## config.mk

```make
export PLATFORM = sky130hd
export DESIGN_NAME = gate_deadtime_seq
export DESIGN_NICKNAME = d
export VERILOG_FILES = /design/src/rtl/gate_deadtime_seq.sv
export SDC_FILE = /design/constraint.sdc
export NUM_CORES = 1
export LEC_CHECK = 0
export BUFFER_PORTS_ARGS = -buffer_cell sky130_fd_sc_hd__buf_2
export CAP_MARGIN = 30
export CORE_AREA = 2 2 39 41
export CTS_BUF_LIST = sky130_fd_sc_hd__clkbuf_4 sky130_fd_sc_hd__clkbuf_8
export DETAILED_ROUTE_END_ITERATION = 8
export DIE_AREA = 0 0 41 43
export PLACE_DENSITY = 0.6
export SLEW_MARGIN = 20
export SYNTH_ARGS = -nofsm -noshare
export SYNTH_HDL_FRONTEND = slang
export SYNTH_SLANG_ARGS = --single-unit
```

## constraint.sdc

```tcl
create_clock -name clk -period 4.85 [get_ports clk]
set_input_delay 0.7275 -clock clk [delete_from_list [all_inputs] [get_ports clk]]
set_output_delay 0.7275 -clock clk [all_outputs]
set_load 0.02 [all_outputs]
```

## src/rtl/gate_deadtime_seq.sv

```systemverilog
module gate_deadtime_seq #(
  parameter int TIMEOUT_CYCLES = 64
) (
  input  logic clk,
  input  logic rst_n,
  input  logic hs_req,
  input  logic ls_req,
  input  logic phase_low,
  input  logic lgate_low,
  input  logic force_safe,
  output logic hs_en,
  output logic ls_en,
  output logic flag_timeout
);
  localparam int CW = (TIMEOUT_CYCLES > 2) ? $clog2(TIMEOUT_CYCLES) : 1;
  localparam logic [CW-1:0] CNT_LAST = CW'(TIMEOUT_CYCLES - 1);

  typedef enum logic [2:0] {ST_LS_ON, ST_HS_ON, ST_IDLE, ST_WAIT_HS, ST_WAIT_LS} st_t;

  st_t st, nxt;
  logic [CW-1:0] cnt;
  logic want_hs, want_ls, waiting, wait_flag, expired, done;

  assign want_hs   = hs_req & ~force_safe;
  assign want_ls   = force_safe | (ls_req & ~hs_req);
  assign waiting   = (st == ST_WAIT_HS) || (st == ST_WAIT_LS);
  assign wait_flag = (st == ST_WAIT_HS) ? lgate_low : phase_low;
  assign expired   = waiting && !wait_flag && (cnt == CNT_LAST);
  assign done      = waiting && (wait_flag || cnt == CNT_LAST);

  always_comb begin
    nxt = st;
    case (st)
      ST_LS_ON:   if (want_hs) nxt = ST_WAIT_HS; else if (!want_ls) nxt = ST_IDLE;
      ST_HS_ON:   if (want_ls) nxt = ST_WAIT_LS; else if (!want_hs) nxt = ST_IDLE;
      ST_IDLE:    if (want_hs) nxt = ST_WAIT_HS; else if (want_ls) nxt = ST_WAIT_LS;
      ST_WAIT_HS: if (done) nxt = want_hs ? ST_HS_ON : (want_ls ? ST_WAIT_LS : ST_IDLE);
      ST_WAIT_LS: if (done) nxt = want_ls ? ST_LS_ON : (want_hs ? ST_WAIT_HS : ST_IDLE);
      default:    nxt = ST_LS_ON;
    endcase
  end

  always_ff @(posedge clk or negedge rst_n) begin
    if (!rst_n) begin
      st <= ST_LS_ON;
      cnt <= '0;
      flag_timeout <= 1'b0;
    end else begin
      st <= nxt;
      cnt <= (waiting && nxt == st) ? cnt + 1'b1 : '0;
      if (expired) flag_timeout <= 1'b1;
    end
  end

  assign hs_en = (st == ST_HS_ON);
  assign ls_en = (st == ST_LS_ON);

  assert_no_overlap_R3: assert property (@(posedge clk) disable iff (!rst_n)
    !(hs_en && ls_en));

  assert_ls_after_phase_R1: assert property (@(posedge clk) disable iff (!rst_n)
    $rose(ls_en) |-> $past(!hs_en) && ($past(phase_low) || flag_timeout));

  assert_hs_after_lgate_R2: assert property (@(posedge clk) disable iff (!rst_n)
    $rose(hs_en) |-> $past(!ls_en) && ($past(lgate_low) || flag_timeout));

  assert_force_drops_hs_R5: assert property (@(posedge clk) disable iff (!rst_n)
    force_safe |=> !hs_en);

  assert_warn_sticky_R6: assert property (@(posedge clk) disable iff (!rst_n)
    flag_timeout |=> flag_timeout);

  assert_idle_no_direct_on_R9: assert property (@(posedge clk) disable iff (!rst_n)
    (!hs_en && !ls_en && !waiting) |=> !hs_en && !ls_en);
endmodule

```

Word-level counts from Yosys, hierarchy flattened --
Index checks and enable logic that the tools add are counted.
Word-level totals: flip-flop bits (word level) 10, bits of input ports 7
Operators by class: add/sub/neg operators 1, eq/ne operators 6, mux-type cells 15, bitwise operators 5, reductions and logical operators 8
Operators by type and width (count):
- 2-to-1 mux 3 bit | 10
- case mux 3 bit (5 select lines) | 1
- adder 6 x 1 -> 6 bit (second input constant) | 1
- == test 3 x 2 -> 1 bit (second input constant) | 2
- == test 6 bit (second input constant) | 1
- 2-to-1 mux 6 bit | 1
- logical AND 1 bit | 4
- == test 3 x 1 -> 1 bit (second input constant) | 1
- == test 3 bit | 1
- == test 3 bit (second input constant) | 1
- logical NOT 3 bit | 1
- AND 1 bit | 2
- logical OR 1 bit | 2
- 2-to-1 mux 1 bit | 2
- 2-to-1 mux 2 bit | 1
- NOT 1 bit | 2
- logical NOT 1 bit | 1
- bitwise OR 1 bit | 1

Logic depth before layout (Yosys ltp) --
Gate-level depths: netlist of run 1.
word-level depth 10, depth in mapped cells 6, mapped depth without buffers 5

Least setup slack after synthesis of run 1 --
Ideal clock, no wire load.
path kind reg-to-output, start register st[2], end output hs_en, data arrival time 1066 ps, required time 4123 ps, path slack 3056 ps, stages on the path, launching flop included 3, buffers on the path 1, cells stage by stage dfrtp_1 > clkbuf_1 > nor3b_1
Between the ends: cells in the longest elaborated chain, start to end 1
Ends and longest elaborated chain:
- start, declared | line 20 | st_t st, nxt;
- start signal, assigned | line 49 | st <= nxt;
- == test 3 x 1 -> 1 bit | line 55 | assign hs_en = (st == ST_HS_ON);
- end, declared | line 11 | output logic hs_en,
Every way passes these cells.

Worst setup path in the final report of run 1 --
Same ends and word-level chain as after synthesis.

==> results of run 1 <==
## per-stage QoR
step / hold slack (ns) / utilization / power [mW]
floorplan: 0.432 / - / 0.153
global route: 0.331 / 0.440 / 0.241
finish: 0.320 / 0.440 / 0.224
global placement: 0.467 / 0.424 / 0.173
CTS: 0.327 / 0.440 / 0.226
detailed placement: 0.457 / 0.424 / 0.173
## sequential cells by signal (all words and copies together) (netlist names)
register / count
cnt: 6
st: 3
flag_timeout: 1
## cells in the mapped netlist (2+ instances only)
| cell type | number | share of area |
|---|---|---|
| a21oi_1 | 2 | 0.019 |
| nor3_1 | 2 | 0.019 |
| xnor2_1 | 3 | 0.049 |
| inv_1 | 3 | 0.021 |
| nand2_1 | 2 | 0.014 |
| and3_4 | 2 | 0.042 |
| nor2_1 | 8 | 0.056 |
| dfrtp_1 | 10 | 0.47 |
| nor2b_1 | 2 | 0.023 |
| nand3_1 | 3 | 0.028 |
## report_power, final
group          switching (mW)  leakage (nW)  total [mW]  internal [mW]
clock                  0.0254        0.0138      0.0540         0.0285
combinational          0.0330         0.127      0.0610         0.0280
sequential             0.0171         0.137       0.109         0.0924
## critical path, delay by kind of cell (launching register included)
family | cells | cell delay, ns
buffers and inverters | 1 | 0.20
DFF | 1 | 0.48
and+or+nand+nor | 1 | 0.23
## layer usage
layer | up-vias | GRT usage
met2 | 11 | 0.213
met3 | 0 | 0.0314
met1 | 199 | 0.184
met4 | 0 | 0.0800
met5 | - | 0
li1 | 213 | -
## cells in the final DEF (no fill, tap or decap), types with 2 or more instances in the layout
master / instances
a21oi_1: 2
and3_4: 2
buf_2: 9
clkbuf_4: 3
dfrtp_1: 10
inv_1: 3
nand2_1: 2
nand3_1: 3
nor2_1: 8
nor2b_1: 2
nor3_1: 2
xnor2_1: 3
## worst paths after layout
| check | from | end | slack [ns] | cells after the start |
|---|---|---|---|---|
| max in group asynchronous | rst_n | st[1] | 4.34 | 1 |
| setup / recovery | st[2] | hs_en | 2.97 | 2 |
| hold reg to reg | cnt[0] | cnt[0] | 0.46 | 1 |
| setup reg to reg | cnt[0] | st[0] | 3.27 | 5 |
| min in group clk | cnt[0] | cnt[0] | 0.46 | 1 |
| hold / removal | rst_n | cnt[2] | 0.32 | 1 |
## layout make-up
type                            count  area, um2
Sequential cell                    10        250
Fill cell                         137        774
Timing Repair Buffer                9       45.0
Tap cell                           16       20.0
Inverter                            3       11.3
Clock buffer                        3       22.5
Multi-Input combinational cell     40        260
## cells by family (layout without fill, tap and decap cells)
group	after synthesis	after routing
flip-flops	10	10
adder cells (fa/ha/maj)	1	1
XOR/XNOR	4	4
AND/OR/NAND/NOR	24	24
buffers and inverters	5	15
AO/OA/AOI/OAI	11	11
==> run_results.csv, run 1 <==
group,metric,value,unit
power,p_per_area,368,nW/um2
layout,finish.cell_count_without_fillers,81,
timing,worst_slack,2.97,ns
clock_network,post_cts_hold_buffer_count,0,
clock_network,clock-root-buffer,"clkbuf_4",
timing,finalSetupViolations,0,
routing,routed_wirelength,1020,um
place,port_buffer_cells,9,
place,post-place-cells,78,
place,gp_routability_congestion,0.762,
routing,drc_errors,0,
routing,drtIter0Drc,7,
layout,finalNetCount,75,
setup_path,cpPeakStageDelay,0.48,ns
place,hpwl,757,um
synth,synth_cells,55,
min_path,worst_hold_path_type,"input port to async pin",
grt,wire_length_of_the_first_global_routing_pass,1700,um
routing,wl_met1,453,um
timing,worst_clock_skew,0.000732,ns
setup_path,worst-endpoint-arrival,1.16,ns
synth,synth_mux_area_frac,0,
grt,globalRouteOverflowTotal,0,
synth,proportion_of_synthesized_flip_flops_having_asynchronous_set_or_reset,1.00,
setup_path,worstSetupEndpointType,"output pin",
synth,yosysWarningCount,0,
synth,synth.lib_cells_used.distinct,28,
synth,adder_cell_share_of_the_synthesized_area,0.0233,
routing,routed_via_density,5.22,
grt,antenna_found_initial,0,
power,leakagePower,0.278,nW
synth,part_of_the_yosys_area_used_for_sequential_elements,0.466,
clock_network,cts_buffers,3,
timing,fin_setup_tns,0,ns
grt,first_global_vias,406,
synth,synth.ff_latch_count,10,
timing,max-slew-margin-rel,0.761,
routing,drt_first_pass_iters,5,
place,placedInstanceArea,587,um2
clock_network,clock-sinks,10,
layout,postLayoutCellArea,609,um2
place,place_ws,3.17,ns
clock_network,tritoncts,"done",
layout,post_route_cells_drive_above_1_share,0.215,
grt,gr-usage-all-layers,0.143,
setup_path,worstSetupStartpointType,"register",
synth,mappedNetlistNets,63,
clock_network,htreeDepth,1,
floorplanning,die_height,43,um
floorplanning,placeableCoreArea,1380,um2
timing,timing.fmax,0.531,GHz
clock_network,worstSkewPairLatency,0.25,ns
timing,finalHoldViolations,0,
floorplanning,row_count,14,
floorplanning,start_util,0.388,
layout,flow.area_growth_from_synthesis,13.5,%
floorplanning,total_die_area,1760,um2
timing,min_period_over_period,0.388,
synth,syn-mean-instance-area,9.76,um2
synth,synth_compound_gate_area_share,0.147,
synth,synthesis.area,537,um2
setup_path,path_max_fanout,11,
synth,synth_enable_flop_cells,0,
routing,antenna_violating_nets_post_route,0,
timing,fin_crit,1.88,ns
timing,worst_slew_pin_slew,0.357,ns
routing,highest_layer,"met3",
floorplanning,pin_count,10,
setup_path,cp_slowest_cell,"dfrtp_1",
routing,detailed_route_wire_length_per_cell,12.5,um
layout,n_antenna_cell,0,
clock_network,post_cts_buffers,0,
routing,wl_met2,503,um
synth,main_combinational_cell_family_by_area_after_synthesis,"simple AND/OR/NAND/NOR gates",
outcome,run_status,"completed",
synth,yosys.area_share.simple,0.249,
setup_path,worst_ep_required_time,4.12,ns
clock_network,clock_pin_slew_on_the_worst_setup_and_hold_paths,0.06,ns
setup_path,path_class,"register to output pin",
routing,vias,423,
clock_network,cts.repair.resized,0,
setup_path,critical_path.cell_chain,"nor3b_1 > buf_2",
flow_run,max_cap_violations,0,
grt,grt_start_max_net_pins,12,
power,vdd.ir_drop.worst,136,uV
timing,final_max_slew_viol_count,0,
floorplanning,floorplan.die.width,41,um
routing,met3RoutedLength,60,um
timing,setup_repair_after_global_routing_missed_its_margin,"false",
synth,synth-main-ff-cell,"dfrtp_1",
clock_network,clock_path_buffers,2,
synth,synth-xor-area-share,0.0653,
(Power assumes the default switching activity.)
==> inputs of run 2 (changes only) <==
--- a/config.mk
+++ b/config.mk
@@ -11,7 +11,7 @@
 export CTS_BUF_LIST = sky130_fd_sc_hd__clkbuf_4 sky130_fd_sc_hd__clkbuf_8
 export DETAILED_ROUTE_END_ITERATION = 8
 export DIE_AREA = 0 0 41 43
-export PLACE_DENSITY = 0.6
+export PLACE_DENSITY = 0.62
 export SLEW_MARGIN = 20
 export SYNTH_ARGS = -nofsm -noshare
 export SYNTH_HDL_FRONTEND = slang
==> constraint.sdc (replaced) <==
create_clock -name clk -period 1.55 [get_ports clk]
set_input_delay 0.2325 -clock clk [delete_from_list [all_inputs] [get_ports clk]]
set_output_delay 0.2325 -clock clk [all_outputs]
set_load 0.02 [all_outputs]
==> run_results.csv, run 2 (synthesis results as in run 1) <==
group,metric,value,unit
outcome,run_status,"completed",
timing,worst_clock_skew,0.00455,ns
floorplanning,start_util,0.388,
floorplanning,placeableCoreArea,1380,um2
place,post-place-cells,79,
clock_network,clock-sinks,10,
setup_path,reg2reg_slack,0.07,ns
setup_path,timing.critical_path.max_delay_family,"simple AND/OR/NAND/NOR gates",
clock_network,clock_pin_slew_on_the_worst_setup_and_hold_paths,0.06,ns
layout,finalNetCount,78,
power,sw_frac_of_total,0.330,
floorplanning,total_die_area,1760,um2
timing,finalHoldViolations,0,
routing,routed_via_density,5.26,
setup_path,critical_path.cell_chain,"ha_2 > and3_4 > and3_4 > or3_4 > o311ai_2",
layout,layout.cells.most_common_list,"dfrtp_1, buf_2, nor2_1",
power,p_comb_frac,0.287,
timing,worst_slew_pin_slew,0.334,ns
floorplanning,row_count,14,
setup_path,cpPeakStageDelay,0.39,ns
grt,antenna_found_initial,0,
floorplanning,floorplan.die.width,41,um
setup_path,critical_path.n_buffers_inverters,0,
power,leakagePower,0.292,nW
grt,globalRouteOverflowTotal,0,
layout,flow.area_growth_from_synthesis,21.0,%
setup_path,crit_end,"st[0]",
timing,finalSetupViolations,0,
setup_path,critical-path-top-cell-by-count,"and3_4",
setup_path,rr_endpoint,"st[0]",
place,gp_routability_congestion,0.682,
routing,detailed_route_wire_length_per_cell,11.9,um
layout,biggestRegsByFlops,"cnt: 6 flops, st: 3 flops, flag_timeout: 1 flops",
setup_path,path_max_fanout,6,
power,seq_power_share,0.483,
clock_network,tritoncts,"done",
place,hpwl,738,um
timing,fin_crit,1.48,ns
setup_path,cp_slowest_cell,"dfrtp_1",
clock_network,worstSkewPairLatency,0.25,ns
layout,finish.cell_count_without_fillers,84,
layout,max_flop_register,"cnt",
place,port_buffer_cells,9,
power,p_per_area,1100,nW/um2
timing,final_max_slew_viol_count,0,
clock_network,clock_path_buffers,2,
layout,n_antenna_cell,0,
setup_path,worstSetupStartpointType,"register",
grt,gr-usage-all-layers,0.129,
min_path,worst_hold_path_type,"input port to register",
timing,min_period_over_period,0.952,
timing,timing.fmax,0.677,GHz
timing,max-slew-margin-rel,0.778,
power,p_switching,0.235,mW
timing,worst_slack,0.0737,ns
clock_network,clock-root-buffer,"clkbuf_4",
floorplanning,pin_count,10,
routing,routed_wirelength,1000,um
place,place_ws,0.0402,ns
timing,setup_repair_after_global_routing_missed_its_margin,"false",
grt,first_global_vias,403,
layout,final_common_cell,"dfrtp_1",
routing,drc_errors,0,
routing,drt_first_pass_iters,3,
setup_path,worst-endpoint-arrival,1.63,ns
setup_path,crit-reg2reg-launch,"cnt[0]",
setup_path,worst-r2r-cell-count,5,
routing,vias,442,
power,cell_internal_pwr,0.478,mW
setup_path,worst-path-stages,5,
clock_network,htreeDepth,1,
grt,grt_start_max_net_pins,12,
flow_run,max_cap_violations,0,
grt,wire_length_of_the_first_global_routing_pass,1540,um
power,report.power.total,0.713,mW
timing,fin_setup_tns,0,ns
clock_network,cts_buffers,3,
power,vdd.ir_drop.worst,545,uV
setup_path,path_class,"register to register",
setup_path,timing.critical_path.from,"cnt[0]",
setup_path,worst_ep_required_time,1.71,ns
power,clock_power_share,0.230,
setup_path,worstSetupEndpointType,"register",
routing,antenna_violating_nets_post_route,0,
timing,whs,0.214,ns
floorplanning,die_height,43,um
routing,drtIter0Drc,3,
layout,largest_reg_flops,6,
layout,post_route_cells_drive_above_1_share,0.279,
==> run 2: cell count changes in the layout (fill, tap and decap cells not counted) <==
cell and change:
buf_4 +2, dlygate4sd3_1 +1, ha_1 -1, ha_2 +1, o311ai_1 -1, o311ai_2 +1
or3_1 -1, or3_4 +1
==> run 2: repair_timing <==
| item | CTS | global route |
|---|---|---|
| endpoints found under the hold margin | 10 | 0 |
| hold buffers | 1 | 0 |
| setup endpoints to repair | 0 | 1 |
| gates resized for setup | 0 | 2 |
| setup buffers | 0 | 1 |
==> run 2: cell type report <==
| type | instances | area [um2] |
|---|---|---|
| Inverter | 3 | 11.3 |
| Timing Repair Buffer | 12 | 70.1 |
| Tap cell | 16 | 20.0 |
| Fill cell | 146 | 734 |
| Sequential cell | 10 | 250 |
| Multi-Input combinational cell | 40 | 275 |
| Clock buffer | 3 | 22.5 |
==> run 2: power by group through the flow <==
stage	logic, mW	registers, mW	clock network [mW]
6_report	0.204	0.345	0.164
2_1_floorplan	0.164	0.316	0
3_5_place_dp	0.199	0.346	0
4_1_cts	0.201	0.341	0.172
5_1_grt	0.229	0.349	0.191
3_3_place_gp	0.200	0.345	0
==> run 2: worst register-to-register path: stages (launching register included) <==
cell	delay (ns)
dfrtp_1	0.39
ha_2	0.19
and3_4	0.18
and3_4	0.20
or3_4	0.33
o311ai_2	0.08
==> run 2: metal layers <==
| layer | track usage | vias up | part of all wire |
|---|---|---|---|
| met4 | 0.0800 | 0 | 0.0060 |
| li1 | - | 222 | - |
| met3 | 0.0157 | 2 | 0.057 |
| met1 | 0.163 | 209 | 0.45 |
| met2 | 0.197 | 9 | 0.49 |
| met5 | 0 | - | 0 |
==> run 2: metrics by stage <==
| stage | utilization | cell area (um2) |
|---|---|---|
| 6_report | 0.469 | 649 |
| 5_1_grt | 0.469 | 649 |
| 4_1_cts | 0.455 | 629 |
| 3_5_place_dp | 0.431 | 597 |
| 3_3_place_gp | 0.431 | 597 |
| 2_1_floorplan | - | 539 |
==> run 2: worst min path at each step <==
stage               start  slack [ns]     end  cells past startpoint
5_1_grt        force_safe        0.21   st[0]                      2
3_3_place_gp        rst_n        0.10  cnt[5]                      1
2_1_floorplan       rst_n       -0.06  cnt[0]                      0
6_report       force_safe        0.21   st[0]                      2
4_1_cts        force_safe        0.21   st[0]                      2
3_5_place_dp        rst_n        0.10  cnt[3]                      1
